<file path="src/rtl/cmd_stream_pkg.sv">
package cmd_stream_pkg;

    localparam logic [7:0] ESC_BYTE    = 8'hAF;
    localparam logic [7:0] OPC_REGWR   = 8'h20;
    localparam logic [7:0] OPC_COPY    = 8'h6A;
    localparam logic [7:0] LOCK_ADDR   = 8'hFF;
    localparam logic [7:0] LOCK_VAL    = 8'h00;
    localparam logic [7:0] UNLOCK_VAL  = 8'hFF;
    localparam int         COPY_ARGS   = 7;
    localparam int         PTR_BYTES   = 3;
    localparam int         BASE16_ADDR = 32;
    localparam int         BASE8_ADDR  = 38;
    localparam int         DEPTH_ADDR  = 0;

    typedef enum logic [2:0] {
        ST_PREFIX,
        ST_OPCODE,
        ST_WADDR,
        ST_WDATA,
        ST_COPY
    } parse_state_e;

endpackage

</file>
<file path="src/rtl/cmd_parser.sv">
module cmd_parser
    import cmd_stream_pkg::*;
(
    input  logic        clk,
    input  logic        rst,
    input  logic        in_valid,
    input  logic [7:0]  in_data,
    output logic        wr_stb,
    output logic [7:0]  wr_addr,
    output logic [7:0]  wr_data,
    output logic        copy_req,
    output logic [23:0] copy_src,
    output logic [7:0]  copy_count,
    output logic [23:0] copy_dst
);

    localparam int ARG_W = (COPY_ARGS - 1) * 8;

    typedef struct packed {
        parse_state_e     state;
        logic [2:0]       idx;
        logic [ARG_W-1:0] args;
        logic [7:0]       addr;
        logic             req;
        logic [23:0]      src;
        logic [7:0]       cnt;
        logic [23:0]      dst;
    } parse_t;

    parse_t q, d;
    logic [ARG_W+7:0] full_desc;

    assign full_desc = {q.args, in_data};

    always_comb begin
        d     = q;
        d.req = 1'b0;
        if (in_valid) begin
            unique case (q.state)
                ST_PREFIX: begin
                    if (in_data == ESC_BYTE) d.state = ST_OPCODE;
                end
                ST_OPCODE: begin
                    if (in_data == OPC_REGWR) begin
                        d.state = ST_WADDR;
                    end else if (in_data == OPC_COPY) begin
                        d.state = ST_COPY;
                        d.idx   = '0;
                    end else begin
                        d.state = ST_PREFIX;
                    end
                end
                ST_WADDR: begin
                    d.addr  = in_data;
                    d.state = ST_WDATA;
                end
                ST_WDATA: begin
                    d.state = ST_PREFIX;
                end
                ST_COPY: begin
                    if (int'(q.idx) == COPY_ARGS - 1) begin
                        d.req   = 1'b1;
                        d.src   = full_desc[55:32];
                        d.cnt   = full_desc[31:24];
                        d.dst   = full_desc[23:0];
                        d.state = ST_PREFIX;
                        d.idx   = '0;
                    end else begin
                        d.args = {q.args[ARG_W-9:0], in_data};
                        d.idx  = q.idx + 3'd1;
                    end
                end
                default: d.state = ST_PREFIX;
            endcase
        end
    end

    always_ff @(posedge clk) begin
        if (rst) begin
            q <= '{state: ST_PREFIX, default: '0};
        end else begin
            q <= d;
        end
    end

    assign wr_stb     = in_valid && (q.state == ST_WDATA);
    assign wr_addr    = q.addr;
    assign wr_data    = in_data;
    assign copy_req   = q.req;
    assign copy_src   = q.src;
    assign copy_count = q.cnt;
    assign copy_dst   = q.dst;

endmodule

</file>
<file path="src/rtl/video_reg_bank.sv">
module video_reg_bank
    import cmd_stream_pkg::*;
#(
    parameter int REG_COUNT = 48
) (
    input  logic                      clk,
    input  logic                      rst,
    input  logic                      wr_stb,
    input  logic [7:0]                wr_addr,
    input  logic [7:0]                wr_data,
    output logic [REG_COUNT-1:0][7:0] live,
    output logic                      locked
);

    typedef struct packed {
        logic                      locked;
        logic [REG_COUNT-1:0][7:0] live;
        logic [REG_COUNT-1:0][7:0] shadow;
    } bank_t;

    bank_t q, d;
    logic  in_range;

    assign in_range = int'(wr_addr) < REG_COUNT;

    always_comb begin
        d = q;
        if (wr_stb) begin
            if (wr_addr == LOCK_ADDR) begin
                if (wr_data == LOCK_VAL) begin
                    d.locked = 1'b1;
                end else if (wr_data == UNLOCK_VAL) begin
                    d.locked = 1'b0;
                    d.live   = q.shadow;
                end
            end else if (in_range) begin
                d.shadow[wr_addr] = wr_data;
                if (!q.locked) d.live[wr_addr] = wr_data;
            end
        end
    end

    always_ff @(posedge clk) begin
        if (rst) begin
            q <= '0;
        end else begin
            q <= d;
        end
    end

    assign live   = q.live;
    assign locked = q.locked;

endmodule

</file>
<file path="src/rtl/reg_ptr_extract.sv">
module reg_ptr_extract #(
    parameter int REG_COUNT = 48,
    parameter int BASE      = 32,
    parameter int BYTES     = 3
) (
    input  logic [REG_COUNT-1:0][7:0] live,
    output logic [BYTES*8-1:0]        ptr
);

    for (genvar i = 0; i < BYTES; i++) begin : g_byte
        assign ptr[(BYTES-1-i)*8 +: 8] = live[BASE+i];
    end

endmodule

</file>
<file path="src/rtl/cmd_stream_decoder.sv">
module cmd_stream_decoder
    import cmd_stream_pkg::*;
#(
    parameter int REG_COUNT = 48
) (
    input  logic                   clk,
    input  logic                   rst,
    input  logic                   in_valid,
    input  logic [7:0]             in_data,
    output logic                   in_ready,
    output logic [REG_COUNT*8-1:0] regs_live,
    output logic                   locked,
    output logic [23:0]            base16,
    output logic [23:0]            base8,
    output logic                   depth24,
    output logic                   copy_req,
    output logic [23:0]            copy_src,
    output logic [7:0]             copy_count,
    output logic [23:0]            copy_dst
);

    localparam int PTR_W = PTR_BYTES * 8;

    logic                      wr_stb;
    logic [7:0]                wr_addr;
    logic [7:0]                wr_data;
    logic [REG_COUNT-1:0][7:0] live_arr;
    logic [PTR_W-1:0]          ptr16;
    logic [PTR_W-1:0]          ptr8;

    assign in_ready = 1'b1;

    cmd_parser u_parser (
        .clk        (clk),
        .rst        (rst),
        .in_valid   (in_valid),
        .in_data    (in_data),
        .wr_stb     (wr_stb),
        .wr_addr    (wr_addr),
        .wr_data    (wr_data),
        .copy_req   (copy_req),
        .copy_src   (copy_src),
        .copy_count (copy_count),
        .copy_dst   (copy_dst)
    );

    video_reg_bank #(.REG_COUNT(REG_COUNT)) u_bank (
        .clk     (clk),
        .rst     (rst),
        .wr_stb  (wr_stb),
        .wr_addr (wr_addr),
        .wr_data (wr_data),
        .live    (live_arr),
        .locked  (locked)
    );

    reg_ptr_extract #(.REG_COUNT(REG_COUNT), .BASE(BASE16_ADDR), .BYTES(PTR_BYTES)) u_ptr16 (
        .live (live_arr),
        .ptr  (ptr16)
    );

    reg_ptr_extract #(.REG_COUNT(REG_COUNT), .BASE(BASE8_ADDR), .BYTES(PTR_BYTES)) u_ptr8 (
        .live (live_arr),
        .ptr  (ptr8)
    );

    assign regs_live = live_arr;
    assign base16    = ptr16;
    assign base8     = ptr8;
    assign depth24   = live_arr[DEPTH_ADDR][0];

endmodule

</file>
<file path="config.mk">
export PLATFORM = sky130hd
export DESIGN_NAME = cmd_stream_decoder
export DESIGN_NICKNAME = d
export VERILOG_FILES = /design/src/rtl/cmd_stream_pkg.sv /design/src/rtl/cmd_parser.sv /design/src/rtl/video_reg_bank.sv /design/src/rtl/reg_ptr_extract.sv /design/src/rtl/cmd_stream_decoder.sv
export SDC_FILE = /design/constraint.sdc
export NUM_CORES = 2
export LEC_CHECK = 0
export ABC_AREA = 1
export BUFFER_PORTS_ARGS = -buffer_cell sky130_fd_sc_hd__buf_4
export CAP_MARGIN = 20
export CORE_ASPECT_RATIO = 1.75
export CORE_UTILIZATION = 50
export DETAILED_ROUTE_END_ITERATION = 10
export MAX_ROUTING_LAYER = met4
export PLACE_DENSITY_LB_ADDON = 0.3
export SETUP_SLACK_MARGIN = 0.1
export SLEW_MARGIN = 20
export SYNTH_ARGS = -nofsm -noshare
export SYNTH_HDL_FRONTEND = slang
export SYNTH_SLANG_ARGS = --single-unit
</file>
<file path="constraint.sdc">
create_clock -name clk -period 3.3 [get_ports clk]
set_input_delay 0.495 -clock clk [delete_from_list [all_inputs] [get_ports clk]]
set_output_delay 0.495 -clock clk [all_outputs]
set_load 0.03 [all_outputs]
</file>
==> flow_metrics.tcl <==
set metrics [dict create \
    reg2regPathDepth 10 \
    yosysMostFrequentCell "nand2_1" \
    switching_share_pct 29.2 \
    die_area_sq_mm 0.0899 \
    gp_congestion 0.890 \
    critPathKind "register to register" \
    routed_via_density 5.46 \
    p_switching_uw 7090 \
    end_kind "register" \
    synth_cell_types 27 \
    h-tree-depth 3 \
    drtAntennaViolNets 0 \
    reg2reg_from "u_parser.wr_addr[7]" \
    timing.fmax_ghz 0.343 \
    reg2reg_slack_ps 380 \
    cts.sink_count 888 \
    crit_fanout 21 \
    initialDrtViolationCount 3571 \
    core_sq_mm 0.0879 \
    cp_top_family "simple AND/OR/NAND/NOR gates" \
    status "complete, no violations" \
    placementRows 144 \
    worstHoldStart "in_valid" \
    max_slew_margin_pct 26.4 \
    hp-class "primary input to register" \
    drive_above_1_share_pct 13.1 \
    clk_pin_slew_ps 70 \
    grt.total_usage_pct 31.4 \
    dr.pass1.iters 6 \
    period_minus_slack_ps 2920 \
    ios 503 \
    synth_warnings 0 \
    crit_path_top_delay_cell "nand2_1" \
    synth_fp_nets 6602 \
    overflow 0 \
    die_h_microns 396 \
    total_power_uw 24300 \
    r2r_end "u_bank.live[85]" \
    synth_edf_count 0 \
    portBuffers 501 \
    nets 6344 \
    powerDensity_mw_per_mm2 507 \
    holdPathEnd "u_parser.q[116]" \
    grt_max_degree 177 \
    synth_top_cell_area_share_pct 40.1 \
    wirelength_microns 141000 \
    yosysSeqAreaShare_pct 40.1 \
    hold_depth 3 \
    area_growth_pct 8.03 \
    final_util_pct 54.5 \
    ctsResizeCount 0 \
    finalCritPeriodShare_pct 88.4 \
    cp_cell_sequence "nor2_4 -> buf_4 -> nand3_1 -> nor2_1 -> buf_4 -> inv_1 -> nand2_1 -> nand3_1 -> nand2_1 -> nor2_1" \
    drv_cap 0 \
    synth_ff_type "dfxtp_1" \
    cts_tree "done" \
    grt_first_pass_wirelength_microns 216000 \
    syn_area_sq_mm 0.0443 \
    yosys-top-cells-area "dfxtp_1 (40%), nand2_1 (14%), a21oi_1 (10%)" \
    drc 0 \
    vias 41300 \
    worst_slew_pin_slew_ps 1100 \
    wl_per_cell_microns 18.6 \
    syn_avg_cell_area_sq_um 6.72 \
    antenna_found_initial 5 \
    post_cts_buffers 0 \
    irDropWorstVdd_uv 474 \
    hold_buffers 0 \
    p_clk_share_pct 41.8 \
    grt_pass1_vias 37500 \
    final-setup-viol-count 0 \
    rsz0062_at_grt "false" \
    insertion_delay_ps 690 \
    combPwrFrac_pct 13.1 \
    cp.required_ps 3870 \
    ys_seq_elements 888 \
    setup-tns-final_ps 0 \
    root_buffer "clkbuf_16" \
    start_kind "register" \
    leakage_uw 0.0189 \
    hpwl_microns 93400 \
    syn_inst 6591 \
    clock_skew_ps 24.1 \
    worstPathArrival_ps 3490 \
    synth_common_cells "nand2_1 (1595), a21oi_1 (888), dfxtp_1 (888)" \
    ctsLongestPathBuffers 3 \
    synth_top_cell_by_area "dfxtp_1" \
    hold_viol_final 0 \
    p_int_uw 17200 \
    die_x_microns 227 \
    synthArstFlopShare_pct 0 \
    crit_buf_inv 3 \
    initial_core_util_pct 50.4 \
    seqPwrFrac_pct 45.1 \
    cts_buffers 83 \
    slew_violations 0 \
    slowest_delay_ps 440 \
]
## final cells by class
class	instances	area (sq um)
clock inverter	30	368
tap	1168	1460
antenna	5	12.5
inverter	378	1430
multi-input combinational	4363	19400
sequential	888	17800
clock buffer	119	2460
fill	8641	40000
timing repair buffer	619	4950
## sequential cells by signal, summed over array words and instances (netlist names)
register / flops
u_bank.live: 384
u_bank.q: 384
u_parser.full_desc: 48
u_parser.copy_dst: 24
u_parser.copy_src: 24
u_parser.copy_count: 8
u_parser.wr_addr: 8
u_parser.q: 6
u_bank.locked: 1
u_parser.copy_req: 1
## through the flow
| stage | setup slack (ps) | hold slack [ps] | instance area, sq um | cells |
|---|---|---|---|---|
| 2_1_floorplan | 1390 | 441 | 44300 | 6591 |
| 3_3_place_gp | 469 | 447 | 45000 | 7416 |
| 3_5_place_dp | 409 | 452 | 45000 | 7416 |
| 4_1_cts | 406 | 114 | 47800 | 7565 |
| 5_1_grt | 177 | 156 | 47900 | 7570 |
| 6_report | 383 | 139 | 47900 | 7570 |
## cell families (layout without fill, tap and decap cells)
kind of cell / after synthesis / in the layout / share of synthesized area [%]
simple gates: 3342 / 3342 / 31.9
other cells: 1 / 6 / 0.00846
buf+inv: 1340 / 1146 / 16.4
flops: 888 / 888 / 40.1
compound gates: 1020 / 1020 / 11.5
## worst max-delay path by stage
stage                     slack, ps  cells after the start           startpoint                to
after floorplan                1390                     11           in_data[0]  u_bank.live[192]
after global placement          470                      8  u_parser.wr_addr[7]     u_bank.q[189]
after detailed placement        410                      8  u_parser.wr_addr[7]     u_bank.q[185]
after CTS                       410                     10  u_parser.wr_addr[7]   u_bank.live[85]
after global routing            180                     10  u_parser.wr_addr[7]   u_bank.live[85]
final                           380                     10  u_parser.wr_addr[7]   u_bank.live[85]
## power groups by stage
stage	Combinational, uW	Clock [uW]	Sequential, uW
floorplan	2030	0	11100
global placement	3110	0	11200
detailed placement	3130	0	11200
CTS	3140	10300	10900
global route	3420	10700	11000
finish	3190	10100	10900
## worst reg2reg max path: stages (launching register included)
cell and delay [ps]:
dfxtp_1 360, nor2_4 410, buf_4 350, nand3_1 420, nor2_1 240, buf_4 210
inv_1 80, nand2_1 440, nand3_1 170, nand2_1 90, nor2_1 40
## metal layers
metal	share of wire (%)	track usage [%]	wire length, microns	vias to the layer above
met2	48	51.0	67700	1750
met1	39	37.3	55600	19100
met3	7.3	4.54	10400	339
met4	5.3	16.9	7470	0
li1	-	-	-	20100
met5	0	-	0	-
## layout by cell type (no fill, tap or decap), types with 4 or more instances in the layout
cell type and count:
nand2_2 4, a21oi_1 888, clkbuf_8 16, nand2_1 1594, clkinv_2 18, nor2_2 39, o21ai_2 4, nand3b_1 100
nor2_4 19, buf_12 24, o21ai_0 117, clkbuf_16 87, nand3_1 802, o21ai_1 9, dfxtp_1 888, nor2_1 753
inv_6 4, nand4_1 22, inv_2 9, bufinv_16 8, inv_1 365, buf_4 594, diode_2 5, clkbuf_1 16
Power figures use the tool's default switching activity.
